<file path="config.mk">
export PLATFORM = sky130hd
export DESIGN_NAME = flt_route_mix
export DESIGN_NICKNAME = d
export VERILOG_FILES = /design/src/rtl/flt_route_pkg.sv /design/src/rtl/fr_scale.sv /design/src/rtl/fr_split.sv /design/src/rtl/flt_route_mix.sv
export SDC_FILE = /design/constraint.sdc
export NUM_CORES = 1
export LEC_CHECK = 0
export BUFFER_PORTS_ARGS = -buffer_cell sky130_fd_sc_hd__clkbuf_2
export CORE_MARGIN = 2
export CORE_UTILIZATION = 45
export CTS_BUF_LIST = sky130_fd_sc_hd__clkbuf_8
export DETAILED_ROUTE_END_ITERATION = 8
export PLACE_DENSITY = 0.67
export RECOVER_POWER = 100
export SYNTH_ARGS = -nofsm -noshare
export SYNTH_HDL_FRONTEND = slang
export SYNTH_SLANG_ARGS = --single-unit
export TNS_END_PERCENT = 20
</file>
<file path="constraint.sdc">
create_clock -name clk_i -period 1 [get_ports clk_i]
set_clock_uncertainty 0.05 [all_clocks]
set_input_delay 0.1 -clock clk_i [delete_from_list [all_inputs] [get_ports clk_i]]
set_output_delay 0.1 -clock clk_i [all_outputs]
set_load 0.02 [all_outputs]
</file>
<file path="src/rtl/flt_route_pkg.sv">
package flt_route_pkg;
  localparam int unsigned N_SRC  = 4;
  localparam int unsigned SRC_V3 = 2;
endpackage

</file>
<file path="src/rtl/fr_scale.sv">
module fr_scale #(
  parameter int unsigned N     = 4,
  parameter int unsigned IN_W  = 20,
  parameter int unsigned SHIFT = 7,
  localparam int unsigned SC_W = IN_W - SHIFT
) (
  input  logic [N-1:0][IN_W-1:0] raw_i,
  output logic [N-1:0][SC_W-1:0] scaled_o
);
  // Keeping the upper bits of a two's-complement word is an arithmetic
  // shift truncated to the result width.
  for (genvar g = 0; g < N; g++) begin : g_src
    assign scaled_o[g] = raw_i[g][IN_W-1:SHIFT];
  end
endmodule

</file>
<file path="src/rtl/fr_split.sv">
module fr_split #(
  parameter int unsigned N     = 4,
  parameter int unsigned SC_W  = 13,
  parameter int unsigned SUM_W = 15,
  parameter int unsigned MUTE_IDX = 2
) (
  input  logic [N-1:0][SC_W-1:0] scaled_i,
  input  logic [N-1:0]           mask_i,
  input  logic                   mute_i,
  input  logic                   en_i,
  output logic [SUM_W-1:0]       flt_o,
  output logic [SUM_W-1:0]       byp_o
);
  localparam int unsigned EXT_W = SUM_W - SC_W;

  logic [N-1:0][SUM_W-1:0] wide;
  logic [N-1:0]            to_flt;

  for (genvar g = 0; g < N; g++) begin : g_ext
    if (g == MUTE_IDX) begin : g_muted
      logic kill;
      assign kill    = mute_i & ~mask_i[g];
      assign wide[g] = kill ? '0 : {{EXT_W{scaled_i[g][SC_W-1]}}, scaled_i[g]};
    end else begin : g_plain
      assign wide[g] = {{EXT_W{scaled_i[g][SC_W-1]}}, scaled_i[g]};
    end
    assign to_flt[g] = en_i & mask_i[g];
  end

  always_comb begin
    flt_o = '0;
    byp_o = '0;
    for (int k = 0; k < N; k++) begin
      if (to_flt[k]) flt_o = flt_o + wide[k];
      else           byp_o = byp_o + wide[k];
    end
  end
endmodule

</file>
<file path="src/rtl/flt_route_mix.sv">
module flt_route_mix
  import flt_route_pkg::*;
#(
  parameter int unsigned IN_W  = 20,
  parameter int unsigned SHIFT = 7,
  localparam int unsigned SC_W  = IN_W - SHIFT,
  localparam int unsigned SUM_W = SC_W + $clog2(N_SRC)
) (
  input  logic             clk_i,
  input  logic             rst_ni,
  input  logic             smp_vld_i,
  input  logic [IN_W-1:0]  voice1_i,
  input  logic [IN_W-1:0]  voice2_i,
  input  logic [IN_W-1:0]  voice3_i,
  input  logic [IN_W-1:0]  extin_i,
  input  logic [N_SRC-1:0] route_mask_i,
  input  logic             v3_mute_i,
  input  logic             flt_en_i,
  output logic [SUM_W-1:0] flt_sum_o,
  output logic [SUM_W-1:0] byp_sum_o,
  output logic             flt_clr_o
);
  logic [N_SRC-1:0][IN_W-1:0] raw;
  logic [N_SRC-1:0][SC_W-1:0] scaled;
  logic [SUM_W-1:0] flt_comb, byp_comb;
  logic [SUM_W-1:0] flt_q, flt_d, byp_q, byp_d;
  logic             clr_q, clr_d;

  assign raw = {extin_i, voice3_i, voice2_i, voice1_i};

  fr_scale #(.N(N_SRC), .IN_W(IN_W), .SHIFT(SHIFT)) u_scale (
    .raw_i    (raw),
    .scaled_o (scaled)
  );

  fr_split #(.N(N_SRC), .SC_W(SC_W), .SUM_W(SUM_W), .MUTE_IDX(SRC_V3)) u_split (
    .scaled_i (scaled),
    .mask_i   (route_mask_i),
    .mute_i   (v3_mute_i),
    .en_i     (flt_en_i),
    .flt_o    (flt_comb),
    .byp_o    (byp_comb)
  );

  always_comb begin
    flt_d = flt_q;
    byp_d = byp_q;
    clr_d = clr_q;
    if (smp_vld_i) begin
      flt_d = flt_comb;
      byp_d = byp_comb;
      clr_d = ~flt_en_i;
    end
  end

  always_ff @(posedge clk_i or negedge rst_ni) begin
    if (!rst_ni) begin
      flt_q <= '0;
      byp_q <= '0;
      clr_q <= 1'b1;
    end else begin
      flt_q <= flt_d;
      byp_q <= byp_d;
      clr_q <= clr_d;
    end
  end

  assign flt_sum_o = flt_q;
  assign byp_sum_o = byp_q;
  assign flt_clr_o = clr_q;
endmodule

</file>
==> reports/metrics.yaml <==
sta:
  tightestPinTransition_ps: 502
  slew_headroom_pct: 66.4
  max_freq_mhz: 199
  fin_crit_sh_pct: 504
  finalSetupViolCount: 34
  final.setup.tns_ps: -88580
  setup_slack_ps: -4040
  fin_hold_ws_ps: 200
  drv_slew: 0
  period_needed_ps: 5040
  hold_viol: 0
  rsz0062_at_grt: "true"
setup_path:
  max_stage_delay_ps: 330
  endpoint_kind: "register"
  path_class: "input port to register"
  critPathSlowestCell: "maj3_2"
  arrival_ps: 5200
  crit_buf_inv: 4
  startpoint_type: "input port"
  crit_required_ps: 1170
  worstPathMaxFanout: 4
  path_delay_family: "compound AO/OA/AOI/OAI gates"
clock_tree:
  numCtsBuffers: 5
  htree_levels: 2
  root_buffer: "clkbuf_8"
  clkLatencyLatePin_ps: 290
  tritoncts: "done"
  clockBufferDepth: 2
  cts.clk_slew.worst_paths_ps: 70
  cts_sinks: 31
detailed_routing:
  drtIter0Drc: 475
  final_antenna_net_count: 0
  routed_via_density: 5.62
  drc: 0
  wire_per_inst_um: 16.1
  dr.pass1.iters: 5
  vias: 8118
  drt-total-wl_um: 23300
placed_design:
  gp_congestion: 0.920
  place_area_um2: 9390
  portBuffers: 91
  place_hpwl_um: 17700
logic_synthesis:
  avgSynthCellArea_um2: 7.29
  synthArstFlopShare_pct: 100
  muxShareOfSynthArea_pct: 2.26
  ys.flop_type: "dfrtp_1"
  syn_inst: 896
  syn_nets: 1068
  synth_seq_cells: 31
  synthSimpleGateAreaFrac_pct: 22.4
  synth_area_um2: 6540
  synth_top_family_by_area: "compound AO/OA/AOI/OAI gates"
  yosysSeqAreaShare_pct: 11.9
  yosysWarnings: 0
  ys_types: 83
  synth_fa_ha_area_share_pct: 16.7
  synthXorXnorAreaFrac_pct: 9.65
  synth_compound_area_share_pct: 32.3
  synth_edf_count: 0
floorplanning:
  die_h_um: 125
  dieWidth_um: 125
  core-area_um2: 14400
  start_util_pct: 45.5
  die-area_um2: 15500
  ios: 120
  fp-row-count: 44
global_route:
  track_usage_pct: 28.2
  grt_pass1_wl_um: 36600
  grt_pass1_vias: 7726
  grt_max_degree: 32
  gr-total-overflow: 0
  antenna_found_initial: 0
final_layout:
  nets: 1432
  layout_commonest_cell: "buf_4"
  area_delta_synth_final_pct: 59.1
  fin_area_um2: 10400
  drive_gt1_share_pct: 44.1
  mostFrequentLayoutCells: "302 x buf_4, 98 x nand2_1, 75 x nor2_1"
  antennaDiodeCount: 0
power_and_ir_drop:
  power.total_w: 0.0132
  ir_drop_uv: 804
  leakage_nw: 5.06
  p_per_area_nw_per_um2: 1270
run_status:
  status: "finished with violations"
  violations: "setup timing"
worst_hold_path:
  hold_class: "input port to register"
job:
  timing.max_cap.violations: 0
cells in the mapped netlist, types with 20 or more instances:
| library cell | number | area [um2] |
|---|---|---|
| nand2b_1 | 20 | 125 |
| a21oi_1 | 69 | 345 |
| o21ai_0 | 64 | 320 |
| clkbuf_1 | 27 | 101 |
| nand2_1 | 103 | 387 |
| dfrtp_1 | 30 | 751 |
| inv_1 | 28 | 105 |
| and2_1 | 28 | 175 |
| a21o_1 | 25 | 188 |
| ha_1 | 79 | 988 |
| xnor2_1 | 51 | 447 |
| a31oi_1 | 24 | 150 |
| xor2_1 | 21 | 184 |
| nor2_1 | 79 | 297 |
through the flow:
| stage | util, % | std cells | worst slack [ps] |
|---|---|---|---|
| 6_report | 72.4 | 1445 | -4040 |
| 5_1_grt | 72.4 | 1445 | -4270 |
| 4_1_cts | 68.6 | 1436 | -4020 |
| 3_5_place_dp | 65.4 | 1419 | -4630 |
| 3_3_place_gp | 65.4 | 1419 | -4400 |
| 2_1_floorplan | - | 896 | -4470 |
registers in the layout, indices dropped and copies added (netlist names):
name,flops
byp_sum_o,15
flt_clr_o,1
flt_sum_o,15
power by group:
part	leakage [nW]	total, W	internal (W)	switching, W
clock network	0.0505	0.000990	0.000468	0.000521
logic	4.64	0.0104	0.00528	0.00514
registers	0.372	0.00184	0.00163	0.000208
total	5.06	0.0132	0.00738	0.00587
layer usage:
| layer | part of all wire (%) | GRT usage, % | vias up |
|---|---|---|---|
| met1 | 44 | 36.4 | 3820 |
| met4 | 2.8 | 8.46 | 0 |
| met3 | 3.7 | 3.01 | 45 |
| li1 | - | - | 4031 |
| met5 | 0 | 0 | - |
| met2 | 50 | 49.5 | 222 |
cells by family after synthesis:
group / Yosys count
AO/OA/AOI/OAI: 312
AND/OR/NAND/NOR: 308
buffers and inverters: 74
adder cells (fa/ha/maj): 85
flip-flops: 31
multiplexers: 14
XOR/XNOR: 72
area by class of cell:
| cell class | instances | area [um2] |
|---|---|---|
| well taps | 184 | 230 |
| flip-flops and latches | 31 | 777 |
| fillers | 1077 | 3970 |
| repair buffers | 403 | 2910 |
| multi-input cells | 791 | 6290 |
| clock buffers | 5 | 68.8 |
| clock inverters | 3 | 12.5 |
| inverters | 28 | 105 |
final timing paths:
check                                start            end  slack (ps)  cells after the start
max                        route_mask_i[0]  byp_sum_o[14]       -4040                     29
min reg2reg                   flt_sum_o[4]   flt_sum_o[4]         450                      1
max reg2reg                   byp_sum_o[8]   byp_sum_o[8]          40                      2
min in group asynchronous           rst_ni  flt_sum_o[10]         350                      3
max in group asynchronous           rst_ni      flt_clr_o         210                      3
min                             extin_i[7]   flt_sum_o[0]         200                      4
worst reg2reg max path: stages (launching register included):
cell and delay [ps]:
dfrtp_1 400, nor2b_1 140, a221o_1 260
repair_timing:
action,4_1_cts,5_1_grt
buffers inserted,8,9
setup endpoints to repair,33,57
hold buffers,1,0
cloned,0,0
pin swaps,49,78
hold endpoints to repair,31,0
resized for setup,70,116
(Power assumes the default switching activity.)
